**config.mk**
```make
export PLATFORM = sky130hd
export DESIGN_NAME = slice_tx
export DESIGN_NICKNAME = d
export VERILOG_FILES = /design/src/rtl/slice_tx_pkg.sv /design/src/rtl/slice_tx_cfg.sv /design/src/rtl/slice_tx_seq.sv /design/src/rtl/slice_tx.sv
export SDC_FILE = /design/constraint.sdc
export NUM_CORES = 1
export LEC_CHECK = 0
export BUFFER_PORTS_ARGS = -buffer_cell sky130_fd_sc_hd__buf_2
export CORE_ASPECT_RATIO = 0.8
export CORE_UTILIZATION = 54
export DETAILED_ROUTE_END_ITERATION = 10
export GPL_TIMING_DRIVEN = 0
export HOLD_SLACK_MARGIN = 0.12
export PLACE_DENSITY = 0.81
export SETUP_SLACK_MARGIN = 0.15
export SYNTH_ARGS = -nofsm -noshare
export SYNTH_HDL_FRONTEND = slang
export SYNTH_HIERARCHICAL = 1
export SYNTH_SLANG_ARGS = --single-unit
```
**constraint.sdc**
```tcl
create_clock -name clk -period 4.2 [get_ports clk]
set_clock_uncertainty 0.1 [all_clocks]
set_input_delay 0.21 -clock clk [delete_from_list [all_inputs] [get_ports clk]]
set_output_delay 0.21 -clock clk [all_outputs]
set_load 0.02 [all_outputs]
```
**src/rtl/slice_tx_pkg.sv**
```systemverilog
package slice_tx_pkg;
    localparam int MAX_SLOTS = 100;
    localparam int LEN_W     = 16;
    localparam int SLOT_W    = $clog2(MAX_SLOTS + 1);
    localparam int POS_W     = LEN_W + 1;
    localparam logic [7:0] PRE_BYTE  = 8'h55;
    localparam logic [7:0] FILL_BYTE = 8'h00;

    typedef struct packed {
        logic                 pkt;
        logic [LEN_W-1:0]     slice_len;
        logic [LEN_W-1:0]     ovh_len;
        logic [SLOT_W-1:0]    slots;
        logic [MAX_SLOTS-1:0] alloc;
    } cfg_t;
endpackage

```
**src/rtl/slice_tx_cfg.sv**
```systemverilog
module slice_tx_cfg
    import slice_tx_pkg::*;
(
    input  logic clk,
    input  logic rst_n,
    input  logic we,
    input  cfg_t wr_cfg,
    input  logic apply,
    output cfg_t act,
    output logic next_pkt,
    output logic pending
);
    typedef struct packed {
        cfg_t act;
        cfg_t shd;
        logic pend;
    } st_t;

    localparam cfg_t RST_CFG = '{pkt: 1'b1, slice_len: LEN_W'(1), ovh_len: '0,
                                 slots: SLOT_W'(4), alloc: '0};

    st_t st_d, st_q;

    always_comb begin
        st_d = st_q;
        if (apply) begin
            st_d.act  = st_q.shd;
            st_d.pend = 1'b0;
        end
        if (we) begin
            st_d.shd  = wr_cfg;
            st_d.pend = 1'b1;
        end
    end

    always_ff @(posedge clk) begin
        if (!rst_n) st_q <= '{act: RST_CFG, shd: RST_CFG, pend: 1'b0};
        else        st_q <= st_d;
    end

    assign act      = st_q.act;
    assign next_pkt = st_q.shd.pkt;
    assign pending  = st_q.pend;
endmodule

```
**src/rtl/slice_tx_seq.sv**
```systemverilog
module slice_tx_seq
    import slice_tx_pkg::*;
(
    input  logic              clk,
    input  logic              rst_n,
    input  logic              pkt_mode,
    input  logic [LEN_W-1:0]  ovh_len,
    input  logic [LEN_W-1:0]  slice_len,
    input  logic [SLOT_W-1:0] slots,
    input  logic              pending,
    input  logic              next_pkt,
    input  logic              step,
    input  logic              xfer,
    input  logic              xfer_last,
    output logic [SLOT_W-1:0] slot,
    output logic [POS_W-1:0]  pos,
    output logic              slot_end,
    output logic              hold,
    output logic              apply,
    output logic              frame_start,
    output logic              pkt_open
);
    typedef struct packed {
        logic [SLOT_W-1:0] slot;
        logic [POS_W-1:0]  pos;
        logic              fs;
        logic              open;
    } st_t;

    st_t st_d, st_q;
    logic [POS_W-1:0] slot_len;
    logic             last_slot;

    always_comb begin
        slot_len  = POS_W'(ovh_len) + POS_W'(slice_len);
        slot_end  = (st_q.pos == slot_len - POS_W'(1));
        last_slot = (st_q.slot == slots - SLOT_W'(1));
        hold      = pkt_mode && pending && !st_q.open;
        apply     = 1'b0;
        st_d      = st_q;
        st_d.fs   = 1'b0;
        if (pkt_mode) begin
            if (xfer) st_d.open = !xfer_last;
            if (hold) begin
                apply     = 1'b1;
                st_d.slot = '0;
                st_d.pos  = '0;
                st_d.fs   = !next_pkt;
            end
        end else if (step) begin
            if (slot_end) begin
                st_d.pos = '0;
                if (pending && next_pkt) begin
                    apply     = 1'b1;
                    st_d.slot = '0;
                    st_d.open = 1'b0;
                end else if (last_slot) begin
                    st_d.slot = '0;
                    st_d.fs   = 1'b1;
                    apply     = pending;
                end else begin
                    st_d.slot = st_q.slot + SLOT_W'(1);
                end
            end else begin
                st_d.pos = st_q.pos + POS_W'(1);
            end
        end
    end

    always_ff @(posedge clk) begin
        if (!rst_n) st_q <= '0;
        else        st_q <= st_d;
    end

    assign slot        = st_q.slot;
    assign pos         = st_q.pos;
    assign frame_start = st_q.fs;
    assign pkt_open    = st_q.open;
endmodule

```
**src/rtl/slice_tx.sv**
```systemverilog
module slice_tx
    import slice_tx_pkg::*;
(
    input  logic                 clk,
    input  logic                 rst_n,
    input  logic                 cfg_we,
    input  logic                 cfg_pkt_mode,
    input  logic [LEN_W-1:0]     cfg_slice_len,
    input  logic [LEN_W-1:0]     cfg_ovh_len,
    input  logic [SLOT_W-1:0]    cfg_slots,
    input  logic [MAX_SLOTS-1:0] cfg_alloc,
    input  logic                 in_valid,
    input  logic [7:0]           in_data,
    input  logic                 in_last,
    output logic                 in_ready,
    output logic                 out_valid,
    output logic [7:0]           out_data,
    output logic                 out_last,
    input  logic                 out_ready,
    output logic                 frame_start
);
    cfg_t              wr_cfg, act;
    logic              next_pkt, pending, apply, hold, step, xfer;
    logic              slot_end, pkt_open, alloc_now, in_pre;
    logic [SLOT_W-1:0] slot;
    logic [POS_W-1:0]  pos;

    assign wr_cfg = '{pkt: cfg_pkt_mode, slice_len: cfg_slice_len, ovh_len: cfg_ovh_len,
                      slots: cfg_slots, alloc: cfg_alloc};

    slice_tx_cfg u_cfg (
        .clk(clk), .rst_n(rst_n), .we(cfg_we), .wr_cfg(wr_cfg), .apply(apply),
        .act(act), .next_pkt(next_pkt), .pending(pending)
    );

    slice_tx_seq u_seq (
        .clk(clk), .rst_n(rst_n), .pkt_mode(act.pkt), .ovh_len(act.ovh_len),
        .slice_len(act.slice_len), .slots(act.slots), .pending(pending),
        .next_pkt(next_pkt), .step(step), .xfer(xfer), .xfer_last(in_last),
        .slot(slot), .pos(pos), .slot_end(slot_end), .hold(hold), .apply(apply),
        .frame_start(frame_start), .pkt_open(pkt_open)
    );

    always_comb begin
        alloc_now = !act.pkt && act.alloc[slot];
        in_pre    = pos < POS_W'(act.ovh_len);
        if (act.pkt) begin
            out_valid = in_valid && !hold;
            out_data  = in_data;
            out_last  = in_last;
            in_ready  = out_ready && !hold;
            step      = 1'b0;
        end else begin
            out_valid = alloc_now;
            out_data  = in_pre ? PRE_BYTE : (in_valid ? in_data : FILL_BYTE);
            out_last  = alloc_now && slot_end;
            in_ready  = alloc_now && !in_pre && out_ready;
            step      = alloc_now ? out_ready : 1'b1;
        end
        xfer = act.pkt && in_valid && in_ready;
    end
endmodule

```
==> run metrics, run 1 <==
status=finished with violations; failing checks=setup timing; CTS H-tree depth=1; Worst Hold Slack=148 ps; Ports=166; Final Cycle Share=110%; CP Capture Type=register; max-capacitance violation count=0; CP Buf/Inv Count=9; Critical Path Most Common Cell=buf_6; Reg area=6150 um^2; Core Region=28600 um^2; Die Ht=156 um; CTS tree=built; Area growth syn-to-layout=32.5%; Crit path arrival time=5010 ps; CP cell instances=buf_6, inv_4, ha_4, inv_2, ha_4, inv_4, fa_2, nand2b_4, a211o_4, a221oi_2, a31oi_1, nor3_2, nand4b_1, or4_4, buf_6, o21ai_4, buf_6, buf_6, buf_16, bufbuf_16, mux2i_2, nor2b_1; final setup fails=144; Top delay family on crit path=simple AND/OR/NAND/NOR gates; Critical Path Slowest Stage Cell=or4_4; layout cell share with drive strength beyond 1=26.3%; dominant synthesized flop cell=dfxtp_1; clock tree buffer depth=3; final cell count without fillers=2411; # DRC=0; Slew HR=45.0%; Slew @ Worst Pin=824 ps; post-synthesis sequential area ratio=38.5%; gr ovfl total=0; WS Path Type=reg2reg; Synth Register Bits=307; die area=30200 um^2; post-synthesis average cell area=9.92 um^2; Final ANT Viol Nets=0; final wirelength=43600 um; P per Cell Area=341 nW/um^2; vias per cell=5.28; Synthesized Nets=1812; largest net degree at the start of global routing=18; Slew Limit Fails=0; main area contributors after synthesis=dfxtp_1, mux2i_1, nor2b_1; Critical Path Max Stage Delay=590 ps; Nets=2222; DP HPWL=26700 um; clk slew on worst S/H paths=60 ps; mapped cell area=15900 um^2; wire per inst=18.1 um; Setup WS post-layout=-419 ps; Worst Path Required=4590 ps; RSZ-0062 raised after global routing=true; Mapped Cells=1608; drt initial violations=762; global-route wire length before repair=67200 um; Total Routing Usage GR=27.7%; Hold WC Path Type=in2reg; Yosys warning count=6; clock latency on the worst-skew pair=610 ps; drt first pass iters=5; EDFF count, synth=0; row cnt=55; area taken by multi-input logic gates=8260 um^2; peak fanout along the critical path=5; Worst Setup Start Kind=register; initial antenna violation count=1; GP Congestion=0.878; Initial Utilization=55.7%; post-synth cell types=63; Post-synth ARST share=0%; worst vdd ir=336 uV; Num CTS Buffers=30; Via Count=12.7k; share of the synthesized area in the top cell type=38.5%; Layout fillers=1851; top-count cell post-synth=mux2i_1; Fin. Hold Viols=0; Chip Width=194 um; Inst Count DP=2142; CTS Sinks=307; clock root buffer=clkbuf_16; Post-synth top cells=mux2i_1, dfxtp_1, nor2b_1; crit path time final=4620 ps; Synth area leader=dfxtp_1; maximum clock rate=0.217 GHz; vias in the first global route=13.2k; IO buf count=164; Leakage=0.00900 uW
stage by stage:
| stage | utilization (%) | setup WS, ps | TNS (ps) | total power [uW] | area, um^2 |
|---|---|---|---|---|---|
| floorplan | - | 66.8 | 0 | 3920 | 16000 |
| finish | 73.8 | -419 | -41790 | 7220 | 21100 |
| global placement | 60.3 | -458 | -56510 | 4160 | 17300 |
| global route | 73.8 | -508 | -55370 | 7470 | 21100 |
| CTS | 72.2 | -255 | -20900 | 7110 | 20700 |
| detailed placement | 60.3 | -506 | -62770 | 4190 | 17300 |
cell usage in the layout (no fill, tap or decap), types with 26 or more instances in the layout:
cell type | synthesis | layout
buf_4 | 153 | 172
clkbuf_16 | 0 | 30
nor2b_1 | 284 | 284
inv_1 | 89 | 83
dfxtp_1 | 307 | 302
mux2i_1 | 319 | 298
ha_1 | 49 | 46
nand2_1 | 46 | 45
clkbuf_1 | 33 | 37
xnor2_1 | 26 | 26
dlygate4sd3_1 | 0 | 169
buf_2 | 7 | 168
final cells by class:
class	instances	area share, %
well taps	370	2.19
repair buffers	378	14.9
multi-input cells	991	39.1
clock buffers	41	3.98
clock inverters	13	0.586
inverters	89	1.62
plain buffers	221	8.49
flip-flops and latches	307	29.1
diodes	1	0.0118
worst paths after layout:
path                                       to                        start  slack (ps)  cells past startpoint
setup / recovery   u_cfg/act[52]$_SDFFE_PN0P_  u_cfg/act[108]$_SDFFE_PN0P_        -420                     22
hold reg to reg   u_cfg/act[123]$_SDFFE_PN1P_  u_cfg/act[123]$_SDFFE_PN1P_         370                      2
hold / removal    u_cfg/st_q[40]$_SDFFE_PN0P_                       cfg_we         150                      4
setup reg to reg   u_cfg/act[52]$_SDFFE_PN0P_  u_cfg/act[108]$_SDFFE_PN0P_        -420                     22
state kept, by name, indices dropped and copies added, names as in the netlist:
| signal | cells |
|---|---|
| u_cfg/st_q | 139 |
| u_cfg/act | 140 |
| u_seq/pkt_open | 1 |
| u_seq/pos | 17 |
| u_seq/slot | 7 |
| u_seq/frame_start | 1 |
| u_cfg/pending | 1 |
| u_cfg/next_pkt | 1 |
logic make-up (layout without fill, tap and decap cells):
logic type | after synthesis | count (layout) | synth area share, %
mux | 326 | 326 | 20.9
flops | 307 | 307 | 38.5
simple gates | 447 | 447 | 16.2
xor+xnor | 51 | 51 | 2.80
fa+ha+maj | 50 | 50 | 3.97
compound gates | 117 | 117 | 5.11
other cells | 0 | 1 | 0
buf+inv | 310 | 742 | 12.4
repair_timing:
item	CTS	global route
gates resized for setup	56	97
endpoints found under the setup margin	158	161
buffers inserted	22	11
pin swaps	9	27
hold buffers	169	0
endpoints found under the hold margin	153	0
gates cloned	11	1
routing by layer:
layer  up-vias  wire (um)  track usage [%]
met3       147       1970             3.78
met4         0       2140             12.6
li1       6091          -                -
met5         -          0                0
met1      6079      18600             34.0
met2       422      20900             48.5
power breakdown:
part           leakage, uW  total, uW  internal (uW)  switching (uW)
registers          0.00251       3120           3040            83.9
logic              0.00602       1430            792             641
clock network     0.000474       2660           1470            1190
total              0.00900       7220           5300            1920
worst register-to-register path: cells and delay by family (launching register included):
kind | cells | cell delay, ps
buffers and inverters | 9 | 1070
adder cells (fa/ha/maj) | 3 | 720
AO/OA/AOI/OAI | 4 | 880
multiplexers | 1 | 210
AND/OR/NAND/NOR | 5 | 1270
flip-flops | 1 | 330
Power figures use the tool's default switching activity.
==> run 2: changes to the inputs <==
- CTS_CLUSTER_SIZE: default -> 10
- clock period: 4.2 -> 3.85 ns (I/O delays scaled with it)
==> run 2 against run 1 <==
  * The flow still finishes with violations (setup timing)
  * Die area unchanged
  * First-iteration DRC count increased by 15%
  * Flip-flop and latch count unchanged
  * Sequential share of layout area about the same
  * Total power increased by 13%
  * Hold slack improved by 20 ps
  * Global-route usage decreased by 1.7 points
==> run metrics, run 2 (same netlist as run 1, synthesis figures left out) <==
status=finished with violations; failing checks=setup timing; drt initial violations=876 (+15%); max reg flops=140 (unchanged); Via Count=12.7k (-0.57%); DP HPWL=25800 um (-3.4%); Fin. Hold Viols=0 (unchanged); Setup crit start=u_cfg/act[108]$_SDFFE_PN0P_; Clock power frac=39.4% (+2.5 points); row cnt=55 (unchanged); worst vdd ir=366 uV (+9.2%); Initial Utilization=55.7% (unchanged); Slew Limit Fails=0 (unchanged); clock tree buffer depth=3 (unchanged); Nets=2210 (-0.54%); power share of the combinational group=18.7% (-1.2 points); Reg area=6160 um^2 (about the same); Final ANT Viol Nets=0 (unchanged); Layout fillers=1820 (-1.7%); initial antenna violation count=2 (+1); Hold WC Path Type=in2reg; flop-to-flop setup slack=-730 ps (-310 ps); largest net degree at the start of global routing=14 (-4); Slew HR=44.7% (-0.29 points); area taken by multi-input logic gates=8280 um^2 (+0.18%); IO buf count=164 (unchanged); peak fanout along the critical path=7 (+2); Core Region=28600 um^2 (unchanged); Leakage=0.00903 uW (+0.36%); Setup WS pre-CTS=-857 ps (-352 ps); # DRC=0 (unchanged); RR Endpoint=u_cfg/act[133]$_SDFFE_PN0P_; Worst Setup Start Kind=register; Int Pwr=6050 uW (+14%); max-capacitance violation count=0 (unchanged); Sw Pwr=2090 uW (+8.9%); Setup TNS=-98020 ps (-56240 ps); Die Ht=156 um (unchanged); Slew @ Worst Pin=829 ps (+4.31 ps); CTS tree=built; Setup WS post-layout=-730 ps (-311 ps); maximum clock rate=0.218 GHz (+0.85%); Num CTS Buffers=37 (+23%); Chip Width=194 um (unchanged); clock root buffer=clkbuf_16; layout cell share with drive strength beyond 1=27.0% (+0.71 points); Inst Count DP=2142 (unchanged); CTS Sinks=307 (unchanged); Final Util=73.9% (+0.079 points); drt first pass iters=6 (+1); crit path time final=4580 ps (-39.1 ps); Worst Path Required=4170 ps (-420 ps); P per Cell Area=385 nW/um^2 (+13%); RSZ-0062 raised after global routing=true; Final Cycle Share=119% (+9.0 points); Seq pwr share=41.8% (-1.4 points); final cell count without fillers=2384 (-1.1%); Area growth syn-to-layout=32.7%; final setup fails=164 (+14%); Critical Path Max Stage Delay=630 ps (+40 ps); R2R depth=23 (+4.5%); most frequent cells in the layout=dfxtp_1, mux2i_1, nor2b_1; Critical Path Most Common Cell=buf_6; CTS H-tree depth=2 (+1); global-route wire length before repair=63100 um (-6.0%); WS Path Type=reg2reg; final wirelength=43000 um (-1.2%); Reg2Reg Launch Point=u_cfg/act[108]$_SDFFE_PN0P_; Crit path arrival time=4900 ps (-110 ps); critical path endpoint=u_cfg/act[133]$_SDFFE_PN0P_; clk slew on worst S/H paths=50 ps (about the same); wire per inst=18.0 um (-0.11%); Net Sw Frac=25.7% (-0.91 points); vias per cell=5.31 (+0.55%); CP cell instances=buf_6, inv_4, ha_4, inv_4, ha_4, inv_2, fa_2, xor2_1, nand3_1, a221oi_2, o211ai_1, nor3_2, nand4b_1, or4_4, buf_6, o21ai_4, buf_6, buf_12, buf_16, buf_12, buf_16, mux2i_1, nor2b_1; die area=30200 um^2 (unchanged); commonest non-fill, non-tap cell in the layout=dfxtp_1; Total Routing Usage GR=26.1% (-1.7 points); Ports=166 (unchanged); CP Capture Type=register; GP Congestion=0.883 (+0.58%); clock latency on the worst-skew pair=540 ps (-70 ps); gr ovfl total=0 (unchanged); vias in the first global route=12.6k (-4.5%); Critical Path Slowest Stage Cell=or4_4
[run 2: changes by cell type in the layout (fill, tap and decap cells not counted), sizes merged, moves of 2 or more]
cell,before,now
clkinvlp,2,0
bufbuf,5,1
buf,391,394
clkbuf,75,81
clkinv,9,2
dlygate4sd3,169,144
[run 2: worst min-delay path by stage]
stage,start,end,slack [ps],cells past startpoint
5_1_grt,cfg_we,u_cfg/st_q[32]$_SDFFE_PN0P_,190,4
3_3_place_gp,cfg_slice_len[0],u_cfg/st_q[124]$_SDFFE_PN1P_,310,3
2_1_floorplan,in_last,u_seq/pkt_open$_SDFFE_PN0P_,210,1
6_report,cfg_we,u_cfg/st_q[100]$_SDFFE_PN0P_,170,4
4_1_cts,cfg_we,u_cfg/st_q[100]$_SDFFE_PN0P_,140,4
3_5_place_dp,cfg_slots[2],u_cfg/st_q[103]$_SDFFE_PN1P_,320,3
[run 2: worst max-delay path: cells and delay by family, from the launching register on]
family                     cells  cell delay [ps]
AOI/OAI and AO/OA              3              460
DFF                            1              330
xor gates and xnor gates       1              180
and+or+nand+nor                5             1300
adders and majority gates      3              880
buffers and inverters         10             1000
muxes                          1              200
[run 2: area by class of cell]
| class | count | share of cell area (%) |
|---|---|---|
| multi-input cells | 991 | 39.1 |
| diodes | 2 | 0.0237 |
| well taps | 370 | 2.19 |
| clock inverters | 5 | 0.479 |
| repair buffers | 359 | 14.3 |
| plain buffers | 221 | 8.69 |
| clock buffers | 40 | 4.53 |
| flip-flops and latches | 307 | 29.1 |
| inverters | 89 | 1.61 |
[run 2: power by group through the flow]
stage	combinational, uW	clock (uW)	sequential, uW
6_report	1530	3210	3400
5_1_grt	1630	3380	3420
4_1_cts	1380	3240	3400
3_5_place_dp	1100	0	3460
3_3_place_gp	1070	0	3460
2_1_floorplan	842	0	3430
[run 2: metal layers]
metal	up-vias	GRT usage (%)	share of wire [%]
li1	6058	-	-
met1	6033	31.8	43
met2	447	45.0	48
met3	128	4.35	5.5
met4	0	12.2	3.7
met5	-	0	0
[run 2: repair_timing]
item / CTS / global route
gates resized for setup: 69 / 103
buffers inserted: 18 / 19
hold endpoints to repair: 159 / 0
hold buffers: 144 / 0
pin swaps: 12 / 31
cloned: 8 / 6
setup endpoints to repair: 166 / 168
[run 2: stage by stage]
stage / instance area [um^2] / hold slack, ps / total power, uW
final: 21200 / 168 / 8140
after global routing: 21200 / 190 / 8420
after CTS: 20400 / 145 / 8020
after detailed placement: 17300 / 316 / 4560
after global placement: 17300 / 309 / 4530
after floorplan: 16000 / 210 / 4270
==> run 3: changes to the inputs <==
- CORE_UTILIZATION: 54 -> 56
- CTS_BUF_LIST: default -> sky130_fd_sc_hd__clkbuf_2 sky130_fd_sc_hd__clkbuf_4 sky130_fd_sc_hd__clkbuf_8
- GPL_TIMING_DRIVEN: 0 -> 1
- PLACE_DENSITY: 0.81 -> 0.83
==> run 3 against run 2 <==
  * The flow still finishes with violations (setup timing)
  * Maximum frequency grew 7.0%
  * Global-route usage grew 1.1 points
  * Combinational power about the same
  * First-iteration DRC count shrank 22%
  * Routed wire length is 1.8% lower
  * Clock-buffer cell count is 40 higher
  * Sequential share of layout area up 1.4 points
  * Register-to-register slack improved by 300 ps
  * Via count fell by 2.6%
  * Critical endpoint is now u_cfg/act[44]$_SDFFE_PN0P_
  * Largest power group unchanged
==> run metrics, run 3 (same netlist as run 1, synthesis figures left out) <==
CTS H-tree depth=2 (unchanged); CTS Sinks=307 (unchanged); Reg2Reg Launch Point=u_cfg/act[124]$_SDFFE_PN0P_; Core Region=27600 um^2 (-3.5%); hold path depth=3 (-1); maximum clock rate=0.234 GHz (+7.0%); worst hold endpoint=u_cfg/st_q[18]$_SDFFE_PN0P_; Setup WS pre-CTS=-431 ps (+426 ps); Num CTS Buffers=49 (+32%); CP cell instances=inv_2, ha_4, inv_2, ha_4, inv_2, fa_2, nand2b_4, a211o_1, a22o_1, or3b_1, o211ai_2, o21ai_2, or4_4, o21ai_4, buf_12, buf_12, buf_16, mux2i_1, nor2b_1; Slew Limit Fails=0 (unchanged); Final Power=8080 uW (-0.75%); clk slew on worst S/H paths=70 ps (+20 ps); clock latency on the worst-skew pair=600 ps (+60 ps); Fin. Hold Viols=0 (unchanged); Chip Width=191 um (-1.8%); Final Cycle Share=111% (-7.7 points); max reg flops=140 (unchanged); Setup WS post-layout=-432 ps (+298 ps); Setup TNS=-42600 ps (+55430 ps); drt initial violations=685 (-22%); status=finished with violations; Slew @ Worst Pin=837 ps (+7.90 ps); hold path start=cfg_we; Final ANT Viol Nets=0 (unchanged); clock tree buffer depth=3 (unchanged); IO buf count=165 (+0.61%); worst vdd ir=335 uV (-8.6%); initial antenna violation count=0 (-2); Worst Path Required=4220 ps (+50 ps); Worst Hold Slack=245 ps (+76.5 ps); CP Capture Type=register; global-route wire length before repair=63800 um (+1.0%); peak fanout along the critical path=7 (unchanged); Die Ht=153 um (-1.8%); Area growth syn-to-layout=26.5%; Slew HR=44.2% (-0.53 points); RR Endpoint=u_cfg/act[44]$_SDFFE_PN0P_; Via Count=12.3k (-2.6%); Nets=2099 (-5.0%); Crit path arrival time=4650 ps (-250 ps); P per Cell Area=400 nW/um^2 (+4.1%); Worst Setup Start Kind=register; most frequent cells in the layout=dfxtp_1, mux2i_1, nor2b_1; R2R depth=19 (-17%); wire per inst=18.4 um (+1.9%); gr ovfl total=0 (unchanged); RSZ-0062 raised after global routing=true; flop-to-flop setup slack=-430 ps (+300 ps); drt first pass iters=7 (+1); die area=29200 um^2 (-3.5%); Hold WC Path Type=in2reg; Total Routing Usage GR=27.1% (+1.1 points); WS Path Type=reg2reg; Final Util=73.0% (-0.90 points); # DRC=0 (unchanged); commonest non-fill, non-tap cell in the layout=dfxtp_1; Ports=166 (unchanged); Leakage=0.00850 uW (-5.9%); vias in the first global route=12.8k (+2.0%); DP HPWL=23100 um (-10%); max-capacitance violation count=0 (unchanged); final setup fails=154 (-6.1%); failing checks=setup timing; vias per cell=5.37 (+1.1%); row cnt=54 (-1.8%); GP Congestion=0.931 (+5.4%); Critical Path Slowest Stage Cell=or4_4; Critical Path Most Common Cell=inv_2; largest net degree at the start of global routing=216 (+202); crit path time final=4280 ps (-298 ps); CTS tree=built; final wirelength=42300 um (-1.8%); clock root buffer=clkbuf_8; Initial Utilization=57.7% (+2.0 points); Critical Path Max Stage Delay=560 ps (-70 ps); layout cell share with drive strength beyond 1=22.8% (-4.2 points)
run 3: changes by cell type in the layout (fill, tap and decap cells not counted), moves of 4 or more:
cell / before / now
clkbuf_4: 1 / 14
dlygate4sd3_1: 144 / 181
clkbuf_1: 33 / 0
buf_12: 23 / 11
clkinv_2: 1 / 5
buf_4: 169 / 68
buf_6: 27 / 14
clkbuf_8: 0 / 67
inv_2: 2 / 6
clkbuf_16: 44 / 5
run 3: power breakdown:
group	internal [uW]	switching, uW	leakage (uW)
combinational	831	679	0.00539
sequential	3310	102	0.00251
clock	1800	1350	0.000594
run 3: worst max-delay path: cells and delay by family (launching register included):
| kind | cells | cell delay [ps] |
|---|---|---|
| and+or+nand+nor | 4 | 1200 |
| muxes | 1 | 290 |
| DFF | 1 | 340 |
| AOI/OAI and AO/OA | 5 | 960 |
| buffers and inverters | 6 | 560 |
| adders and majority gates | 3 | 680 |
run 3: stage by stage:
step | instance area [um^2] | instances
after floorplan | 16000 | 1608
after global placement | 16300 | 1993
after detailed placement | 16300 | 1993
after CTS | 19800 | 2284
after global routing | 20200 | 2297
final | 20200 | 2298
run 3: area by class of cell:
cell class	count	area, um^2
multi-input combinational	992	8150
tap	364	455
sequential	307	6150
clock inverter	9	109
timing repair buffer	456	3960
fill	1753	7460
clock buffer	80	1010
antenna	1	2.50
inverter	89	334
run 3: how the worst max path moves through the flow:
stage / slack, ps / startpoint / depth (start not counted) / end
after global routing: -520 / u_cfg/act[123]$_SDFFE_PN1P_ / 20 / u_cfg/act[84]$_SDFFE_PN0P_
after detailed placement: -430 / u_cfg/act[124]$_SDFFE_PN0P_ / 18 / u_cfg/act[54]$_SDFFE_PN0P_
final: -430 / u_cfg/act[124]$_SDFFE_PN0P_ / 19 / u_cfg/act[44]$_SDFFE_PN0P_
after CTS: -290 / u_cfg/act[124]$_SDFFE_PN0P_ / 20 / u_cfg/act[95]$_SDFFE_PN0P_
after global placement: -330 / u_cfg/act[124]$_SDFFE_PN0P_ / 18 / u_cfg/act[1]$_SDFFE_PN0P_
after floorplan: -280 / u_cfg/act[124]$_SDFFE_PN0P_ / 21 / u_cfg/act[108]$_SDFFE_PN0P_
run 3: layer usage:
layer	wire length [um]	global-route usage, %	vias to the layer above	share of wire (%)
met5	0	0	-	0
met2	21100	47.7	443	50
met4	1700	11.8	0	4.0
met1	17300	32.1	5901	41
li1	-	-	5865	-
met3	2190	5.10	131	5.2
run 3: timing repair:
action	in CTS	in global routing
setup endpoints to repair	165	169
resized for setup	50	54
endpoints found under the hold margin	196	0
buffers inserted	15	8
pin swaps	13	15
gates cloned	6	5
hold buffers	181	0
